==> config.mk <==
export PLATFORM = sky130hd
export DESIGN_NAME = fir_mac_top
export DESIGN_NICKNAME = d
export VERILOG_FILES = /design/src/rtl/fir_mac_pkg.sv /design/src/rtl/fir_mac_hist.sv /design/src/rtl/fir_mac_coef.sv /design/src/rtl/fir_mac_seq.sv /design/src/rtl/fir_mac_top.sv
export SDC_FILE = /design/constraint.sdc
export NUM_CORES = 2
export LEC_CHECK = 0
export CAP_MARGIN = 20
export CORE_AREA = 2 2 266 320
export CTS_CLUSTER_SIZE = 16
export DETAILED_ROUTE_END_ITERATION = 8
export DIE_AREA = 0 0 268 322
export PLACE_DENSITY = 0.75
export SYNTH_ARGS = -nofsm -noshare
export SYNTH_HDL_FRONTEND = slang
export SYNTH_SLANG_ARGS = --single-unit
export TNS_END_PERCENT = 50
==> constraint.sdc <==
create_clock -name clk -period 11.9 [get_ports clk]
set_clock_uncertainty 0.2 [all_clocks]
set_input_delay 1.785 -clock clk [delete_from_list [all_inputs] [get_ports clk]]
set_output_delay 1.785 -clock clk [all_outputs]
set_load 0.02 [all_outputs]
==> src/rtl/fir_mac_pkg.sv <==
package fir_mac_pkg;

    // Sequencer phases: waiting, multiply-accumulate, present result
    typedef enum logic [1:0] {
        PH_IDLE = 2'd0,
        PH_MAC  = 2'd1,
        PH_OUT  = 2'd2
    } phase_e;

    // Slot holding the sample 'step' places behind the write pointer in a ring of 'depth'
    function automatic int ring_back(input int base, input int step, input int depth);
        return (base + 2 * depth - step) % depth;
    endfunction

endpackage

==> src/rtl/fir_mac_hist.sv <==
module fir_mac_hist #(
    parameter int W  = 16,
    parameter int N  = 8,
    parameter int CH = 4,
    localparam int PW = $clog2(N),
    localparam int CW = $clog2(CH)
) (
    input  logic                clk,
    input  logic                rst,
    input  logic                wr_en,
    input  logic [CW-1:0]       wr_ch,
    input  logic signed [W-1:0] wr_data,
    input  logic [CW-1:0]       rd_ch,
    input  logic [PW-1:0]       rd_back,
    output logic signed [W-1:0] rd_data
);
    logic [N-1:0][W-1:0] ring [CH];
    logic [PW-1:0]       wptr [CH];

    for (genvar g = 0; g < CH; g++) begin : g_chan
        always_ff @(posedge clk) begin
            if (rst) begin
                ring[g] <= '0;
                wptr[g] <= '0;
            end else if (wr_en && wr_ch == CW'(g)) begin
                ring[g][wptr[g]] <= wr_data;
                wptr[g]          <= (wptr[g] == PW'(N - 1)) ? '0 : wptr[g] + PW'(1);
            end
        end
    end

    logic [PW-1:0] slot;
    always_comb begin
        slot    = PW'(fir_mac_pkg::ring_back(int'(wptr[rd_ch]), int'(rd_back) + 1, N));
        rd_data = $signed(ring[rd_ch][slot]);
    end

endmodule

==> src/rtl/fir_mac_coef.sv <==
module fir_mac_coef #(
    parameter int W = 16,
    parameter int N = 8,
    localparam int PW = $clog2(N)
) (
    input  logic                clk,
    input  logic                rst,
    input  logic                allow,
    input  logic                we,
    input  logic [PW-1:0]       wr_idx,
    input  logic signed [W-1:0] wr_data,
    input  logic [PW-1:0]       rd_idx,
    output logic signed [W-1:0] rd_coef,
    output logic                err
);
    logic [N-1:0][W-1:0] bank;

    always_ff @(posedge clk) begin
        if (rst) begin
            bank <= '0;
            err  <= 1'b0;
        end else begin
            err <= we && !allow;
            if (we && allow && int'(wr_idx) < N)
                bank[wr_idx] <= wr_data;
        end
    end

    assign rd_coef = $signed(bank[rd_idx]);

    // taps cannot change on the edge after a busy cycle
    a_r9_bank_frozen: assert property (@(posedge clk) disable iff (rst)
        !allow |=> $stable(bank));

endmodule

==> src/rtl/fir_mac_seq.sv <==
module fir_mac_seq #(
    parameter int W  = 16,
    parameter int N  = 8,
    parameter int CH = 4,
    localparam int PW = $clog2(N),
    localparam int CW = $clog2(CH),
    localparam int AW = 2 * W + $clog2(N)
) (
    input  logic                clk,
    input  logic                rst,
    input  logic                smp_valid,
    input  logic [CW-1:0]       smp_ch,
    output logic                smp_ready,
    output logic                take,
    output logic [CW-1:0]       cur_ch,
    output logic [PW-1:0]       tap,
    input  logic signed [W-1:0] hist_q,
    input  logic signed [W-1:0] coef_q,
    output logic                res_valid,
    output logic [CW-1:0]       res_ch,
    output logic signed [W-1:0] res_data
);
    import fir_mac_pkg::*;

    localparam logic signed [AW-1:0] HI  = (AW'(1) << (W - 1)) - AW'(1);
    localparam logic signed [AW-1:0] LO  = ~HI;
    localparam logic signed [AW-1:0] RND = AW'(1) << (W - 2);

    phase_e                phase;
    logic signed [AW-1:0]  acc;
    logic signed [2*W-1:0] prod;
    logic signed [AW-1:0]  rnd, shf;
    logic signed [W-1:0]   sat;

    assign smp_ready = (phase == PH_IDLE);
    assign take      = smp_valid && smp_ready;
    assign prod      = hist_q * coef_q;

    always_comb begin
        rnd = acc + RND;
        shf = rnd >>> (W - 1);
        if (shf > HI)      sat = HI[W-1:0];
        else if (shf < LO) sat = LO[W-1:0];
        else               sat = shf[W-1:0];
    end

    always_ff @(posedge clk) begin
        if (rst) begin
            phase     <= PH_IDLE;
            acc       <= '0;
            tap       <= '0;
            cur_ch    <= '0;
            res_valid <= 1'b0;
            res_ch    <= '0;
            res_data  <= '0;
        end else begin
            res_valid <= 1'b0;
            case (phase)
                PH_IDLE: if (take) begin
                    phase  <= PH_MAC;
                    acc    <= '0;
                    tap    <= '0;
                    cur_ch <= smp_ch;
                end
                PH_MAC: begin
                    acc <= acc + {{(AW - 2 * W){prod[2*W-1]}}, prod};
                    tap <= tap + PW'(1);
                    if (tap == PW'(N - 1))
                        phase <= PH_OUT;
                end
                default: begin
                    res_valid <= 1'b1;
                    res_ch    <= cur_ch;
                    res_data  <= sat;
                    phase     <= PH_IDLE;
                end
            endcase
        end
    end

    // an accepted sample closes the input on the next cycle
    a_r4_busy_after_accept: assert property (@(posedge clk) disable iff (rst)
        (smp_valid && smp_ready) |=> !smp_ready);

    // a result is a single-cycle pulse
    a_r3_single_pulse: assert property (@(posedge clk) disable iff (rst)
        res_valid |=> !res_valid);

    // a result only follows a busy cycle
    a_r3_after_busy: assert property (@(posedge clk) disable iff (rst)
        res_valid |-> !$past(smp_ready));

    // the channel being filtered holds through the taps
    a_r6_ch_steady: assert property (@(posedge clk) disable iff (rst)
        (phase == PH_MAC) |=> $stable(cur_ch));

endmodule

==> src/rtl/fir_mac_top.sv <==
module fir_mac_top #(
    parameter int W  = 16,
    parameter int N  = 8,
    parameter int CH = 4,
    localparam int PW = $clog2(N),
    localparam int CW = $clog2(CH)
) (
    input  logic                clk,
    input  logic                rst,
    input  logic                smp_valid,
    input  logic [CW-1:0]       smp_ch,
    input  logic signed [W-1:0] smp_data,
    output logic                smp_ready,
    input  logic                cf_we,
    input  logic [PW-1:0]       cf_idx,
    input  logic signed [W-1:0] cf_data,
    output logic                cf_err,
    output logic                res_valid,
    output logic [CW-1:0]       res_ch,
    output logic signed [W-1:0] res_data
);
    logic                take;
    logic [CW-1:0]       cur_ch;
    logic [PW-1:0]       tap;
    logic signed [W-1:0] hist_q, coef_q;

    fir_mac_seq #(.W(W), .N(N), .CH(CH)) u_seq (
        .clk(clk), .rst(rst),
        .smp_valid(smp_valid), .smp_ch(smp_ch), .smp_ready(smp_ready),
        .take(take), .cur_ch(cur_ch), .tap(tap),
        .hist_q(hist_q), .coef_q(coef_q),
        .res_valid(res_valid), .res_ch(res_ch), .res_data(res_data)
    );

    fir_mac_hist #(.W(W), .N(N), .CH(CH)) u_hist (
        .clk(clk), .rst(rst),
        .wr_en(take), .wr_ch(smp_ch), .wr_data(smp_data),
        .rd_ch(cur_ch), .rd_back(tap), .rd_data(hist_q)
    );

    fir_mac_coef #(.W(W), .N(N)) u_coef (
        .clk(clk), .rst(rst),
        .allow(smp_ready), .we(cf_we), .wr_idx(cf_idx), .wr_data(cf_data),
        .rd_idx(tap), .rd_coef(coef_q), .err(cf_err)
    );

endmodule

==> impl_results.md <==
* Post-detail-place hpwl at 74,800 microns
* Initial core utilization at 0.526
* Relative slew slack at 0.242
* CTS Hold Buffers Added at 0
* Post-synthesis instance area at 0.0437 sq mm
* Setup bufs post-CTS at 0
* Largest stage delay on the critical path at 0.70 ns
* Share of flip-flops with an asynchronous set or reset after synthesis at 0
* Global routing usage summed across all routing layers at 0.265
* Die Wd at 268 microns
* First-pass GRT wire length at 171,000 microns
* Via count of the first global-routing pass at 29.3k
* Overflow left after global routing at 0
* Hold violation total from the final report at 0
* Most frequent cells after synthesis: and2_1 (537), edfxtp_1 (524), nand2_1 (330)
* Slew at the pin with the worst max-slew slack at between 1 and 1.5 ns
* Final Max Tran Viols at 0
* Number of synthesis warnings at 0
* Design Power at 6180 uW
* WS Path Type: flip-flop to flip-flop
* Number of synthesized flops with an enable pin at 524
* Maximum level of the CTS H-tree at 3
* Number of max-cap violations at 0
* Leading cell types by total area after synthesis: edfxtp_1 (36%), fa_1 (12%), mux4_2 (9.2%)
* Portion of synthesized cell area occupied by the leading cell type at 0.360
* Input/output buffers at just over 60
* CTS Buffer Depth at 3
* Period minus WS final at 11.18 ns
* Average wire per cell in the routed design at ~23 microns
* Residual DRC count at 0
* Arrival time of the worst setup path at 11.49 ns
* Net Count, Synth at 4,154
* Post-synthesis instance total at 3,720
* Total number of nets in the final design at 4,144
* Dominant cell by count in the synthesized netlist: and2_1
* WP data required at 12.21 ns
* Highest Clock Rate at about 0.089 GHz
* Most used flip-flop cell after synthesis: edfxtp_1
* Last weighted congestion value of the routability-driven placer at between 0.9 and 1
* Die ar. at 0.0863 sq mm
* Slowest CP cell: mux4_1
* Cell type contributing the most total cell area after synthesis: edfxtp_1
* Clock Root Buffer: clkbuf_16
* Unique masters post-synth at between 70 and 80
* Die height at between 300 and 400 microns
* Highest fanout seen on the critical path at 32
* Synthesis-stage register bit count at about 700
* Antenna violations before repair at 2
* Number of buffers created by CTS at 73
* CTS sink count at 716
* Vias after detailed routing at 28.2k
* Insertion delay of the later-clocked pin in the worst-skew pair at 0.66 ns
* Final setup vio count at 0
* Top Ports at just over 60
* Rows at 116
* CTS tree: done
* DRT antenna net count at 0
* Cell leakage power at 0.0192 uW
* Tightest Hold Check Type: flip-flop to flip-flop
* Via-to-Cell Ratio at approximately 5.8
* CP endpoint kind: flip-flop
* Area overhead of the layout relative to synthesis at 9.73%
* WL final at 111,000 microns
* First-iteration detailed-routing DRC count at 2,700
* Synth Area per Inst at 11.8 sq um
* Core Footprint at 0.0832 sq mm
* Final Cycle Share at 0.939
* Worst VDD drop at between 0.09 and 0.1 mV
* Outcome: finished clean
* Setup TNS at 0 ns
* CP dominant cell by count: fa_1
* DR pass1 iterations at 5
* Startpoint kind of the worst setup timing path: flip-flop
* RSZ-0062 raised after global routing: false
* Fraction of layout cells with a size suffix above 1 at 0.142
* Sequential fraction of the synthesis area at 0.448
* Pwr dens at about 130 mW/mm^2
* Clock edge transition at the registers on the reported setup and hold paths at 0.06 ns
* Largest net degree at the start of global routing at 103
* Cts repair resizes at 0
==> path summary, 6_finish.rpt <==
| kind | start | endpoint | slack, ns | cells past startpoint |
|---|---|---|---|---|
| hold / removal | u_coef.bank[3] | u_coef.bank[3] | 0.25 | 2 |
| setup / recovery | flip-flop | u_seq.acc[34] | 0.72 | 33 |
| setup reg to reg | flip-flop | u_seq.acc[34] | 0.72 | 33 |
| hold reg to reg | u_coef.bank[3] | u_coef.bank[3] | 0.25 | 2 |
==> worst max-delay path: cells and delay by family (launching register included) <==
kind                     cells  cell delay [ns]
buffers and inverters        5             0.72
multiplexers                 3             1.56
AND/OR/NAND/NOR              5             1.71
adder cells (fa/ha/maj)     10             4.24
flip-flops                   1             0.56
XOR/XNOR                     3             0.64
AO/OA/AOI/OAI                7             1.41
==> final cells by class <==
cell class,count,area [sq um]
diodes,4,10.0
clock buffers,92,2030
clock inverters,41,467
fillers,6529,35200
inverters,313,1170
multi-input cells,2446,21900
flip-flops and latches,716,19600
well taps,1121,1400
repair buffers,160,1410
==> sequential cells by signal (all words and copies together) (netlist names), 2 cells and up, named ones only <==
signal,count
u_seq.res_ch,2
u_hist.ring,512
u_hist.wptr,12
u_seq.res_data,16
u_seq.phase,2
u_coef.bank,128
u_seq.acc,35
u_seq.tap,3
u_seq.cur_ch,2
==> power by group <==
| group | internal [uW] | total, uW | switching, uW |
|---|---|---|---|
| Sequential | 2750 | 2790 | 40.0 |
| Combinational | 364 | 979 | 615 |
| Clock | 1400 | 2410 | 1010 |
==> kinds of logic (layout without fill, tap and decap cells) <==
kind of cell	count (synthesis)	after routing	share of synthesized area
fa+ha+maj	393	393	0.158
compound gates	368	368	0.0487
xor+xnor	81	81	0.0164
simple gates	1370	1370	0.162
other cells	0	4	0
flops	716	716	0.448
buf+inv	558	606	0.0530
mux	234	234	0.114
==> layer usage <==
metal | wire [microns] | share of wire | global-route usage | vias to the layer above
li1 | - | - | - | 12600
met1 | 40500 | 0.36 | 0.318 | 14200
met2 | 56400 | 0.51 | 0.457 | 1123
met3 | 7380 | 0.066 | 0.0336 | 299
met4 | 6720 | 0.061 | 0.154 | 0
met5 | 0 | 0 | 0 | -
==> through the flow <==
step / worst slack (ns) / instances / hold slack (ns) / area (sq um) / util
floorplan: 1.12 / 3720 / 0.233 / 43700 / -
global placement: 1.01 / 4738 / 0.239 / 45300 / 0.545
detailed placement: 0.765 / 4739 / 0.244 / 45300 / 0.545
CTS: 0.721 / 4872 / 0.252 / 47800 / 0.575
global route: 0.0876 / 4889 / 0.269 / 48000 / 0.577
finish: 0.721 / 4893 / 0.252 / 48000 / 0.577
==> placed cells by master, fill, tap and decap left out, drive strengths merged, types with 12 or more instances in the layout <==
master	netlist	final
nand2	330	330
buf	59	99
xnor2	47	47
clkinv	0	25
edfxtp	524	524
clkdlybuf4s50	0	59
nand3	40	40
mux4	195	195
a21oi	201	201
nor3	14	14
nor3b	12	12
and3	17	17
o21ai	54	54
inv	313	317
xor2	34	34
a21o	31	31
ha	129	129
and2	538	538
o22ai	16	16
clkbuf	186	94
dfxtp	192	192
mux2i	38	38
nor2	247	247
nand2b	23	23
or2	117	117
fa	264	264
Power figures use the tool's default switching activity.
